--- src/rtl/pc_incr_pkg.sv ---
package pc_incr_pkg;

    parameter int PC_W    = 32;
    parameter int LO_W    = 3;
    localparam int HI_W   = PC_W - LO_W;
    parameter int CHUNK_W = 8;

    typedef logic [PC_W-1:0] pc_t;
    typedef logic [LO_W-1:0] lo_t;
    typedef logic [HI_W-1:0] hi_t;

    typedef struct packed {
        logic regbyte;
        logic konst;
    } len_flags_t;

    typedef enum logic [1:0] {
        LEN_ONE   = 2'b00,
        LEN_TWO   = 2'b01,
        LEN_FIVE  = 2'b10,
        LEN_SIX   = 2'b11
    } len_kind_t;

    typedef struct packed {
        lo_t  sum;
        logic carry;
    } lo_result_t;

    function automatic len_kind_t classify(input len_flags_t f);
        return len_kind_t'({f.konst, f.regbyte});
    endfunction

    function automatic lo_t kind_to_bytes(input len_kind_t k);
        lo_t b;
        case (k)
            LEN_ONE:  b = lo_t'(1);
            LEN_TWO:  b = lo_t'(2);
            LEN_FIVE: b = lo_t'(5);
            default:  b = lo_t'(6);
        endcase
        return b;
    endfunction

endpackage

--- src/rtl/pc_len_encode.sv ---
module pc_len_encode
    import pc_incr_pkg::*;
(
    input  len_flags_t flags,
    output lo_t        addend
);
    len_kind_t kind;

    always_comb begin
        kind   = classify(flags);
        addend = kind_to_bytes(kind);
    end
endmodule

--- src/rtl/pc_low_adder.sv ---
module pc_low_adder
    import pc_incr_pkg::*;
#(
    parameter int W = LO_W
) (
    input  logic [W-1:0] a,
    input  logic [W-1:0] b,
    output logic [W-1:0] sum,
    output logic         cout
);
    logic [W:0] c;

    assign c[0] = 1'b0;

    for (genvar i = 0; i < W; i++) begin : g_fa
        assign sum[i]  = a[i] ^ b[i] ^ c[i];
        assign c[i+1]  = (a[i] & b[i]) | (c[i] & (a[i] ^ b[i]));
    end

    assign cout = c[W];
endmodule

--- src/rtl/pc_high_incr.sv ---
module pc_high_incr
    import pc_incr_pkg::*;
#(
    parameter int W  = HI_W,
    parameter int CW = CHUNK_W
) (
    input  logic [W-1:0] val,
    output logic [W-1:0] val_p1
);
    localparam int NCH   = (W + CW - 1) / CW;
    localparam int PAD_W = NCH * CW;

    logic [PAD_W-1:0] padded;
    logic [PAD_W-1:0] result;
    logic [NCH-1:0]   all_ones;
    logic [NCH:0]     cin;

    assign padded = PAD_W'(val);
    assign cin[0] = 1'b1;

    for (genvar k = 0; k < NCH; k++) begin : g_chunk
        logic [CW-1:0] seg;
        assign seg         = padded[k*CW +: CW];
        assign all_ones[k] = &seg;
        assign cin[k+1]    = cin[k] & all_ones[k];
        assign result[k*CW +: CW] = cin[k] ? seg + CW'(1) : seg;
    end

    assign val_p1 = result[W-1:0];
endmodule

--- src/rtl/pc_carry_mux.sv ---
module pc_carry_mux #(
    parameter int W = 29
) (
    input  logic         sel,
    input  logic [W-1:0] keep,
    input  logic [W-1:0] bump,
    output logic [W-1:0] out
);
    assign out = sel ? bump : keep;
endmodule

--- src/rtl/pc_seq_incr.sv ---
module pc_seq_incr
    import pc_incr_pkg::*;
(
    input  logic [31:0] pc_in,
    input  logic        has_regbyte,
    input  logic        has_const,
    output logic [31:0] next_pc
);
    len_flags_t flags;
    lo_t        addend;
    lo_t        lo_sum;
    logic       lo_carry;
    hi_t        hi_inc;
    hi_t        hi_sel;

    assign flags.regbyte = has_regbyte;
    assign flags.konst   = has_const;

    pc_len_encode u_len (
        .flags  (flags),
        .addend (addend)
    );

    pc_low_adder #(.W(LO_W)) u_lo (
        .a    (pc_in[LO_W-1:0]),
        .b    (addend),
        .sum  (lo_sum),
        .cout (lo_carry)
    );

    pc_high_incr #(.W(HI_W), .CW(CHUNK_W)) u_hi (
        .val    (pc_in[PC_W-1:LO_W]),
        .val_p1 (hi_inc)
    );

    pc_carry_mux #(.W(HI_W)) u_mux (
        .sel  (lo_carry),
        .keep (pc_in[PC_W-1:LO_W]),
        .bump (hi_inc),
        .out  (hi_sel)
    );

    assign next_pc = {hi_sel, lo_sum};
endmodule

--- config.mk ---
export PLATFORM = sky130hd
export DESIGN_NAME = pc_seq_incr
export DESIGN_NICKNAME = d
export VERILOG_FILES = /design/src/rtl/pc_incr_pkg.sv /design/src/rtl/pc_len_encode.sv /design/src/rtl/pc_low_adder.sv /design/src/rtl/pc_high_incr.sv /design/src/rtl/pc_carry_mux.sv /design/src/rtl/pc_seq_incr.sv
export SDC_FILE = /design/constraint.sdc
export NUM_CORES = 1
export LEC_CHECK = 0
export CAP_MARGIN = 5
export CORE_UTILIZATION = 29
export DETAILED_ROUTE_END_ITERATION = 10
export GPL_TIMING_DRIVEN = 0
export PLACE_DENSITY = 0.77
export SLEW_MARGIN = 20
export SYNTH_ARGS = -nofsm -noshare
export SYNTH_HDL_FRONTEND = slang
export SYNTH_SLANG_ARGS = --single-unit
--- constraint.sdc ---
create_clock -name vclk -period 3.4
set_clock_uncertainty 0.15 [all_clocks]
set_input_delay 0.68 -clock vclk [all_inputs]
set_output_delay 0.68 -clock vclk [all_outputs]
set_load 0.005 [all_outputs]
=== Yosys cells after proc, flatten, opt, wreduce, memory -nomap -nowiden ===
Index checks and enable logic that the tools add are counted.

* Add/subtract/negate cells: 4
* Equal/unequal tests: 2
* Muxes and demuxes: 5
* Bitwise gates (word level): 14
* Reductions and logical operators: 4

{| class="wikitable"
|+ Operator list
! cell !! number
|-
| 29-bit 2-to-1 mux || 1
|-
| 8-bit by 1-bit adder with 8-bit output, second input constant || 3
|-
| 8-bit AND reduction || 3
|-
| 8-bit 2-to-1 mux || 2
|-
| 3-bit one-hot mux with 3 select lines || 1
|-
| 1-bit bitwise AND || 7
|-
| 5-bit by 1-bit adder with 5-bit output, second input constant || 1
|-
| 5-bit 2-to-1 mux || 1
|-
| 1-bit XOR || 5
|-
| 2-bit by 1-bit == test with 1-bit output, second input constant || 1
|-
| 2-bit == test, second input constant || 1
|-
| 2-bit logical NOT || 1
|-
| 1-bit OR || 2
|}

* Register bits after elaboration: 0
* Input bits: 34
* Logic and storage cells: 29

=== Depth between registers and ports, before layout ===
* Depth after elaboration: 8
* Gate-level depth with buffers: 9
* Mapped depth without buffers: 9

=== By module ===
From an unflattened synthesis, not the netlist that was laid out.

* Cells, all modules: 121
* Area, all modules: 1064.8 um^2

{| class="wikitable"
|+ Modules (own cells, without submodules)
! module !! times used !! cells each !! area an instance (um^2)
|-
| pc_high_incr || 1 || 78 || 590.6
|-
| pc_carry_mux || 1 || 32 || 391.6
|-
| pc_low_adder || 1 || 8 || 71.3
|-
| pc_len_encode || 1 || 3 || 11.3
|}

=== Least setup slack after synthesis ===
No wires, ideal clock.

* Kind: input port to output port
* Start: input has_regbyte
* End: output next_pc[20]
* Data arrival time: 2.848 ns
* Data required time: 2.570 ns
* Setup slack: -0.278 ns
* Cell stages on the path: 8
* Path buffers: 0
* Cell sequence: inv_1 -> ha_1 -> inv_1 -> fa_1 -> fa_1 -> nand4b_1 -> nor4_2 -> mux2_2

* Word-level cells in the longest chain between the ends: 8

{| class="wikitable"
|+ RTL lines
! what !! RTL line !! RTL
|-
| start: declaration || pc_seq_incr.sv:5 || <nowiki>input logic has_regbyte,</nowiki>
|-
| 2-bit == test, or another cell as far along || pc_incr_pkg.sv:35 || <nowiki>case (k)</nowiki>
|-
| 3-bit one-hot mux with 3 select lines (*) || pc_incr_pkg.sv:35 ||
|-
| 1-bit bitwise AND or 1-bit XOR (tied branches) || pc_low_adder.sv:17 || <nowiki>assign c[i+1] = (a[i] & b[i]) | (c[i] & (a[i] ^ b[i]));</nowiki>
|-
| 1-bit bitwise AND || pc_low_adder.sv:17 ||
|-
| 1-bit OR || pc_low_adder.sv:17 ||
|-
| 1-bit bitwise AND || pc_low_adder.sv:17 ||
|-
| 1-bit OR (*) || pc_low_adder.sv:17 ||
|-
| 29-bit 2-to-1 mux (*) || pc_carry_mux.sv:9 || <nowiki>assign out = sel ? bump : keep;</nowiki>
|-
| end: declaration || pc_seq_incr.sv:7 || <nowiki>output logic [31:0] next_pc</nowiki>
|}

Every way passes the cells marked *; elsewhere a longest branch is shown, timed or not.

=== Worst setup path in the final report ===
* Start: input has_regbyte
* End: output next_pc[16]

Same word-level chain as after synthesis.

==> qor.yml <==
status: "finished, violations left"
failed_checks: "negative setup slack"
nets: 228
area_growth_pct: 145
finalCritPeriodShare_pct: 111
slew_violations: 0
hold_viol: 0
cp_max_fo: 3
diodes: 0
start_util_pct: 31.3
design.core.area_sq_um: 2250
die_w_um: 51.3
hold_ws_ps: 1600
dp.cells: 188
critPathLaunch: "has_regbyte"
maxCapViolCount: 0
max_slew_margin_pct: 75.5
worst_slack_ps: -385
syn_inst: 94
drc: 0
grt.overflow.total: 0
finalCriticalPeriod_ps: 3790
synth.distinct_cells: 23
grt_pass1_wl_um: 4730
seq_cell_count: 0
arrival_ps: 2960
yosysTopAreaCellShare_pct: 22.3
viasPerCell: 5.29
ys_warn_count: 0
finalSetupViolCount: 23
dpl-instance-area_sq_um: 1420
drtIter0Drc: 18
drive_gt1_share_pct: 49.2
die_area_sq_um: 2630
clock.fmax_mhz: 264
synth_area_leaders: "xnor2_1, nand4_1, ha_1"
dpl.hpwl_um: 2130
grt_max_degree: 7
grt_usage_pct: 23.2
crit_end: "next_pc[16]"
design_area_sq_um: 1730
p_per_area_nw_per_um2: 95.8
stdcell_count: 213
holdCritPathClass: "primary input to output pin"
synth_top_area_cell: "xnor2_1"
antenna_left: 0
clkbuf_count: 0
startpoint_type: "primary input"
end_kind: "output pin"
num_vias: 1126
postLayoutCoreUtil_pct: 76.7
io_pins: 66
p_leak_nw: 0.850
rows: 17
synth_seq_area_share_pct: 0
totalWireLength_um: 3430
critPathRequiredTime_ps: 2570
worst_pin_slew_ps: 364
finalPower_w: 0.000166
antenna_found_initial: 0
critPathKind: "primary input to output pin"
drt-pass1-iter-count: 4
place_congestion: 0.741
regArea_sq_um: 0
avgSynthCellArea_sq_um: 7.51
max-vdd-ir-drop_mv: 0.0721
grt_pass1_vias: 1072
rsz0062_at_grt: "yes"
syn-num-nets: 135
wl_per_cell_um: 16.1
synth_area_sq_um: 706
portBuffers: 66
hold_depth: 3
die_h_um: 51.3
-- worst max-delay path: stages --
cell and delay, ps:
buf_8 100, inv_4 40, ha_4 110, inv_2 30, fa_2 330, fa_2 360
nand4b_1 210, buf_6 160, buf_4 130, nor3_4 160, buf_4 150, nand4_1 120
xnor2_1 200, buf_2 150
-- kinds of logic (layout without fill, tap and decap cells) --
kind of cell | after synthesis | count (layout) | synth area share (%)
buffers and inverters | 9 | 100 | 4.79
and+or+nand+nor | 49 | 49 | 43.3
adders and majority gates | 7 | 7 | 14.5
xor gates and xnor gates | 25 | 25 | 31.0
muxes | 4 | 4 | 6.38
-- where the power goes --
group / total, W / internal [W] / switching (W) / leakage (nW)
Sequential: 0 / 0 / 0 / 0
Clock: 0 / 0 / 0 / 0
Combinational: 0.000166 / 0.0000956 / 0.0000701 / 0.850
Total: 0.000166 / 0.0000956 / 0.0000701 / 0.850
-- cells in the final DEF, fill, tap and decap left out, types with 3 or more instances in the layout --
cell             count
nand2_2              3
buf_4               14
xor2_1               7
dlygate4sd2_1        4
ha_4                 4
nand4_1             13
nand3_2              3
nand2_1              3
buf_2               23
dlymetal6s2s_1       7
and3_1               3
clkdlybuf4s50_1     26
nor3_4               3
nand3_1              4
buf_6               13
xnor2_1             14
xnor2_2              4
inv_1                6
-- area by class of cell --
cell class	instances	area [sq um]
Multi-Input combinational cell	85	875
Timing Repair Buffer	91	785
Fill cell	170	524
Inverter	9	36.3
Tap cell	28	35.0
-- metal layers --
metal / vias up / track usage, % / routed length [um]
li1: 527 / - / -
met3: 8 / 2.08 / 180
met4: 0 / 5.41 / 87
met1: 540 / 25.7 / 1250
met5: - / 0 / 0
met2: 51 / 46.5 / 1910
-- synthesized netlist by cell type (2+ instances only) --
cell type,n
and3_1,4
xor2_1,7
nand2_1,8
fa_1,2
nor4_1,2
xnor2_1,18
mux2_2,3
nor2_1,3
nand4_1,13
nand3_1,7
inv_1,9
nor3_1,3
ha_1,5
-- through the flow --
step	setup WS, ps	TNS [ps]
floorplan	-16.6	-53.6
global placement	-1110	-24520
detailed placement	-1170	-25740
CTS	-390	-5710
global route	-542	-7740
finish	-385	-4980
-- worst min path at each step --
stage                    from           to
finish              pc_in[11]  next_pc[11]
global placement    pc_in[31]  next_pc[31]
floorplan            pc_in[3]   next_pc[3]
detailed placement  pc_in[31]  next_pc[31]
global route        pc_in[11]  next_pc[11]
CTS                 pc_in[11]  next_pc[11]
-- what timing repair did --
action / in CTS / in global routing
pin swaps: 29 / 22
hold buffers: 0 / 0
resized for setup: 147 / 33
setup endpoints to repair: 30 / 27
buffers inserted: 20 / 6
endpoints found under the hold margin: 0 / 0
Power figures use the tool's default switching activity.
